$ cat config.mk
export PLATFORM = sky130hd
export DESIGN_NAME = nv_xfer_ctrl
export DESIGN_NICKNAME = d
export VERILOG_FILES = /design/src/rtl/nvx_pkg.sv /design/src/rtl/nvx_arbiter.sv /design/src/rtl/nvx_walker.sv /design/src/rtl/nvx_hold_timer.sv /design/src/rtl/nv_xfer_ctrl.sv
export SDC_FILE = /design/constraint.sdc
export NUM_CORES = 1
export LEC_CHECK = 0
export BUFFER_PORTS_ARGS = -buffer_cell sky130_fd_sc_hd__buf_2
export CORE_MARGIN = 2
export CORE_UTILIZATION = 40
export DETAILED_ROUTE_END_ITERATION = 6
export PLACE_DENSITY = 0.59
export SLEW_MARGIN = 40
export SYNTH_ARGS = -nofsm -noshare
export SYNTH_HDL_FRONTEND = slang
export SYNTH_SLANG_ARGS = --single-unit
$ cat constraint.sdc
create_clock -name clk -period 3.76 [get_ports clk]
set_input_delay 0.752 -clock clk [delete_from_list [all_inputs] [get_ports clk]]
set_output_delay 0.752 -clock clk [all_outputs]
set_load 0.01 [all_outputs]
$ cat src/rtl/nvx_pkg.sv
package nvx_pkg;
  typedef enum logic [1:0] {
    ST_IDLE = 2'd0,
    ST_COPY = 2'd1,
    ST_HOLD = 2'd2
  } nvx_state_e;

  typedef enum logic {
    DIR_RECALL = 1'b0,
    DIR_STORE  = 1'b1
  } nvx_dir_e;
endpackage

$ cat src/rtl/nvx_arbiter.sv
module nvx_arbiter
  import nvx_pkg::*;
(
  input  logic     allow_i,
  input  logic     por_pend_i,
  input  logic     pf_trig_i,
  input  logic     sw_store_i,
  input  logic     host_recall_i,
  output logic     start_o,
  output nvx_dir_e dir_o,
  output logic     take_por_o,
  output logic     take_pf_o
);
  // Fixed precedence: owed recall, power-fail store, software store, host recall.
  always_comb begin
    start_o    = 1'b0;
    dir_o      = DIR_RECALL;
    take_por_o = 1'b0;
    take_pf_o  = 1'b0;
    if (allow_i) begin
      if (por_pend_i) begin
        start_o    = 1'b1;
        take_por_o = 1'b1;
      end else if (pf_trig_i) begin
        start_o   = 1'b1;
        dir_o     = DIR_STORE;
        take_pf_o = 1'b1;
      end else if (sw_store_i) begin
        start_o = 1'b1;
        dir_o   = DIR_STORE;
      end else if (host_recall_i) begin
        start_o = 1'b1;
      end
    end
  end
endmodule

$ cat src/rtl/nvx_walker.sv
module nvx_walker #(
  parameter int ADDR_W = 11
) (
  input  logic              clk,
  input  logic              rst,
  input  logic              start_i,
  output logic              stb_o,
  output logic [ADDR_W-1:0] addr_o,
  output logic              wrap_o
);
  localparam logic [ADDR_W-1:0] LAST = {ADDR_W{1'b1}};

  always_ff @(posedge clk) begin
    if (rst) begin
      stb_o  <= 1'b0;
      addr_o <= '0;
    end else if (start_i) begin
      stb_o  <= 1'b1;
      addr_o <= '0;
    end else if (stb_o) begin
      if (addr_o == LAST) stb_o  <= 1'b0;
      else                addr_o <= addr_o + 1'b1;
    end
  end

  assign wrap_o = stb_o && (addr_o == LAST);
endmodule

$ cat src/rtl/nvx_hold_timer.sv
module nvx_hold_timer #(
  parameter int CNT_W = 12
) (
  input  logic             clk,
  input  logic             rst,
  input  logic             clear_i,
  input  logic             run_i,
  input  logic [CNT_W-1:0] limit_i,
  output logic             expire_o
);
  logic [CNT_W-1:0] cnt_q;

  always_ff @(posedge clk) begin
    if (rst || clear_i) cnt_q <= '0;
    else if (run_i)     cnt_q <= cnt_q + 1'b1;
  end

  assign expire_o = run_i && (cnt_q == limit_i - 1'b1);
endmodule

$ cat src/rtl/nv_xfer_ctrl.sv
module nv_xfer_ctrl
  import nvx_pkg::*;
#(
  parameter int ADDR_W      = 11,
  parameter int RECALL_HOLD = 64,
  parameter int STORE_HOLD  = 3000
) (
  input  logic              clk,
  input  logic              rst,
  input  logic              pwr_up_rst,
  input  logic              supply_low,
  input  logic              lockout,
  input  logic              store_req,
  input  logic              recall_req,
  input  logic              arm_set,
  input  logic              arm_clr,
  output logic              busy,
  output logic              status_n,
  output logic              xfer_stb,
  output logic [ADDR_W-1:0] xfer_addr,
  output logic              xfer_dir,
  output logic              done
);
  localparam int HOLD_MAX = (STORE_HOLD > RECALL_HOLD) ? STORE_HOLD : RECALL_HOLD;
  localparam int CNT_W    = $clog2(HOLD_MAX + 1);
  localparam logic [CNT_W-1:0] LIM_RECALL = CNT_W'(RECALL_HOLD);
  localparam logic [CNT_W-1:0] LIM_STORE  = CNT_W'(STORE_HOLD);

  nvx_state_e st_q, st_nxt;
  nvx_dir_e   dir_q, sel_dir;
  logic       por_pend_q, pend_nxt;
  logic       armed_q, pf_done_q;
  logic       allow, start, take_por, take_pf, pf_trig;
  logic       wrap, expire;

  assign allow   = (st_q == ST_IDLE) && !lockout;
  assign pf_trig = armed_q && supply_low && !pf_done_q;

  nvx_arbiter u_arb (
    .allow_i       (allow),
    .por_pend_i    (por_pend_q),
    .pf_trig_i     (pf_trig),
    .sw_store_i    (store_req),
    .host_recall_i (recall_req),
    .start_o       (start),
    .dir_o         (sel_dir),
    .take_por_o    (take_por),
    .take_pf_o     (take_pf)
  );

  nvx_walker #(.ADDR_W(ADDR_W)) u_walk (
    .clk     (clk),
    .rst     (rst),
    .start_i (start),
    .stb_o   (xfer_stb),
    .addr_o  (xfer_addr),
    .wrap_o  (wrap)
  );

  nvx_hold_timer #(.CNT_W(CNT_W)) u_hold (
    .clk      (clk),
    .rst      (rst),
    .clear_i  (start),
    .run_i    (st_q == ST_HOLD),
    .limit_i  ((dir_q == DIR_STORE) ? LIM_STORE : LIM_RECALL),
    .expire_o (expire)
  );

  always_comb begin
    st_nxt = st_q;
    case (st_q)
      ST_IDLE: if (start)  st_nxt = ST_COPY;
      ST_COPY: if (wrap)   st_nxt = ST_HOLD;
      ST_HOLD: if (expire) st_nxt = ST_IDLE;
      default:             st_nxt = ST_IDLE;
    endcase
  end

  always_comb begin
    pend_nxt = por_pend_q;
    if (take_por)   pend_nxt = 1'b0;
    if (pwr_up_rst) pend_nxt = 1'b1;
  end

  always_ff @(posedge clk) begin
    if (rst) begin
      st_q       <= ST_IDLE;
      dir_q      <= DIR_RECALL;
      por_pend_q <= 1'b1;
      armed_q    <= 1'b0;
      pf_done_q  <= 1'b0;
      busy       <= 1'b1;
      status_n   <= 1'b1;
      done       <= 1'b0;
    end else begin
      st_q       <= st_nxt;
      por_pend_q <= pend_nxt;
      if (start) dir_q <= sel_dir;
      // Arm commands act only when the device is free to accept them.
      if (pwr_up_rst)                   armed_q <= 1'b0;
      else if (allow && !por_pend_q) begin
        if (arm_clr)                    armed_q <= 1'b0;
        else if (arm_set)               armed_q <= 1'b1;
      end
      if (!supply_low)   pf_done_q <= 1'b0;
      else if (take_pf)  pf_done_q <= 1'b1;
      busy     <= (st_nxt != ST_IDLE) || pend_nxt || lockout;
      status_n <= !supply_low;
      done     <= (st_q == ST_HOLD) && expire;
    end
  end

  assign xfer_dir = dir_q;
endmodule

==> results.md <==
* Outcome: finished, final reports clean
* Comb power frac at 5.2%
* Max cap viols at 0
* PnR worst setup slack at ~1700 ps
* Pre-CTS WS at roughly 1300 ps
* RSZ-0062 raised after global routing: false
* H-tree lvl count at 2
* Fmax at between 400 and 500 MHz
* Ratio of cells with drive above 1 in the final layout at 19.6%
* Net Sw Frac at 21.1%
* Worst skew pair latency at 290 ps
* Core Box Area at 3660 um^2
* Crit path cell chain: buf_2 -> and3b_1 -> o41ai_4 -> nand2_1 -> a311oi_1
* CTS root buf: clkbuf_8
* Clock tree buffer depth at 2
* Pwr/cell area at ~410 nW/um^2
* Critical Path Max Stage Delay at 500 ps
* Reg with most FFs: u_hold.cnt_q
* Sequential fraction of the synthesis area at 43.1%
* CP Capture Type: flop
* Sequential power share at 48.7%
* Worst R2R Start: pf_done_q
* Post-synth top cells: dfxtp_1 (33), nor2_1 (18), a21oi_1 (11), nand2_1 (11)
* P_sw at between 0.00015 and 0.0002 W
* Final setup vio count at 0
* Yosys Warn Count at 0
* Crit path launch type: primary input
* Drt first pass iters at 4
* CP max FO at 21
* DR WL/cell at ~14 um
* Final Hold Fails at 0
* Final WL at about 3300 um
* Count leader, synth: dfxtp_1
* Largest cells by area after synthesis: dfxtp_1 (43%), xor2_1 (4.6%), nor2_1 (4.4%), a21oi_1 (3.6%), xnor2_1 (3.4%)
* Mapped Avg Cell Area at around 9.2 um^2
* Crit path required time at 3950 ps
* Total GRT Usage at around 18%
* Critical path startpoint: supply_low
* Skew final at slightly above 10 ps
* Die height at 65.9 um
* Buffers on Ports at 24
* Number of flops mapped to enable cells by yosys at 0
* Synthesized flop and latch total at 33
* Hold_sp: u_walk.addr_o[1]
* Drt via density at between 5 and 6
* Post-synth ARST share at 0%
* Initial core utilization at a little over two fifths
* Largest net degree at the start of global routing at 22
* Dominant synthesized flop cell: dfxtp_1
* Clock network power share at 46.1%
* Iter 0 DRT Violations at 53
* CTS tree: built
* Crit Path Class: in2reg
* Minimum clock period at between 2000 and 2500 ps
* Max reg flops at 12
* Clock Sinks at 33
* Tightest Pin Transition at 675 ps
* CP max stage cell: nand2_1
* Mapped Nets at ~180
* Pins Over Slew Limit at 0
* Synthesized cell area at 1530 um^2
* First-pass GRT wire length at between 5000 and 6000 um
* Setup TNS at 0 ps
* Setup Buffers After CTS at 0
* Peak VDD IR at about 0.28 mV
* Critical path arrival at 2280 ps
* Drt drc at 0
* Leading area contributor after synthesis: dfxtp_1
* Post-cts gate resize count at 0
* Slew headroom at ~55%
* CTS buffer count at 5
* Final ANT Viol Nets at 0
* CTS Hold Bufs at 0
* Post-DP HPWL at between 2000 and 2500 um
* Pleak at roughly 0.65 nW
* Placer Congestion at between 0.7 and 0.8
* Total Die Area at 4340 um^2
* Int Power at around 0.00059 W
* Clock transition at path regs at ~70 ps
* Largest regs: u_hold.cnt_q (12), u_walk.addr_o (11), st_q (2)
* Die W at 65.9 um
* ANT cells at 0
* Worst hold path type: reg2reg
* Row count at 22
* Area fraction of the dominant cell type after synthesis at 43.1%
* Tcrit/Tclk final at between 50% and 60%
* I/O Pins at 25
* Gate Count Post-Synth at about 170
* Number of global-route vias before repair at ~1,300
* Routed vias at between 1,000 and 1,500
* Congestion Overflow GR at 0
* Yosys cell types at 43
* Area grow syn2layout at 17.7%
* Initial antenna violation count at 0
* Layout net count at slightly above 200
## cell type report
class | count | area (um^2)
Clock buffer | 7 | 86.3
Multi-Input combinational cell | 126 | 835
Clock inverter | 1 | 30.0
Sequential cell | 33 | 661
Timing Repair Buffer | 24 | 120
Inverter | 3 | 11.3
Fill cell | 351 | 1860
Tap cell | 48 | 60.1
## per-stage QoR
| step | std cells | utilization, % | hold WS [ps] | instance area (um^2) | total power (W) |
|---|---|---|---|---|---|
| global placement | 234 | 46.1 | 469 | 1690 | 0.000409 |
| global route | 242 | 49.2 | 542 | 1800 | 0.000781 |
| finish | 242 | 49.2 | 484 | 1800 | 0.000744 |
| detailed placement | 234 | 46.1 | 479 | 1690 | 0.000410 |
| CTS | 242 | 49.2 | 487 | 1800 | 0.000753 |
| floorplan | 167 | - | 442 | 1530 | 0.000395 |
## per-layer routing
metal	global-route usage (%)	routed length (um)	part of all wire, %
met2	28.3	1550	47
met5	0	0	0
met1	21.2	1580	47
met4	9.90	56	1.7
met3	5.96	143	4.3
## power by group through the flow
stage | registers (W) | clock network [W] | logic [W]
after floorplan | 0.000370 | 0 | 0.0000248
after CTS | 0.000362 | 0.000350 | 0.0000398
after global routing | 0.000363 | 0.000373 | 0.0000438
after global placement | 0.000370 | 0 | 0.0000394
final | 0.000362 | 0.000343 | 0.0000387
after detailed placement | 0.000370 | 0 | 0.0000398
## path summary, 6_finish.rpt
check                     end  slack (ps)  cells past startpoint
max          u_walk.addr_o[6]        1660                      5
min reg2reg  u_walk.addr_o[1]         480                      2
max reg2reg  u_walk.addr_o[6]        1890                      4
min          u_walk.addr_o[1]         480                      2
## kinds of logic (layout without fill, tap and decap cells)
kind of cell | after synthesis | in the layout | synth area share [%]
AOI/OAI and AO/OA | 32 | 32 | 16.3
xor gates and xnor gates | 14 | 14 | 8.01
adders and majority gates | 2 | 2 | 1.63
buffers and inverters | 8 | 35 | 2.37
DFF | 33 | 33 | 43.1
muxes | 1 | 1 | 0.654
and+or+nand+nor | 77 | 77 | 27.9
## cell usage in the layout, fill, tap and decap left out, types with 2 or more instances in the layout
master    Yosys  routed
and3_1        5       5
and2_1        2       2
xnor2_1       6       6
ha_1          2       2
o21ai_0       3       3
clkbuf_8      0       6
nand3_1       8       8
dfxtp_1      33      33
or3_1         4       4
nand4_1       8       8
nor4_1        4       4
a21oi_1      11      11
buf_2         2      24
inv_1         3       3
nor2b_1       2       2
nand4b_1      2       2
nand2_1      11      11
a31oi_1       3       3
nor2_1       18      18
o21ai_1       4       4
xor2_1        8       8
nor3_1        5       5
## critical path, delay by kind of cell
kind,cells,cell delay (ps)
AO/OA/AOI/OAI,2,700
buffers and inverters,1,120
AND/OR/NAND/NOR,2,710
(Power assumes the default switching activity.)
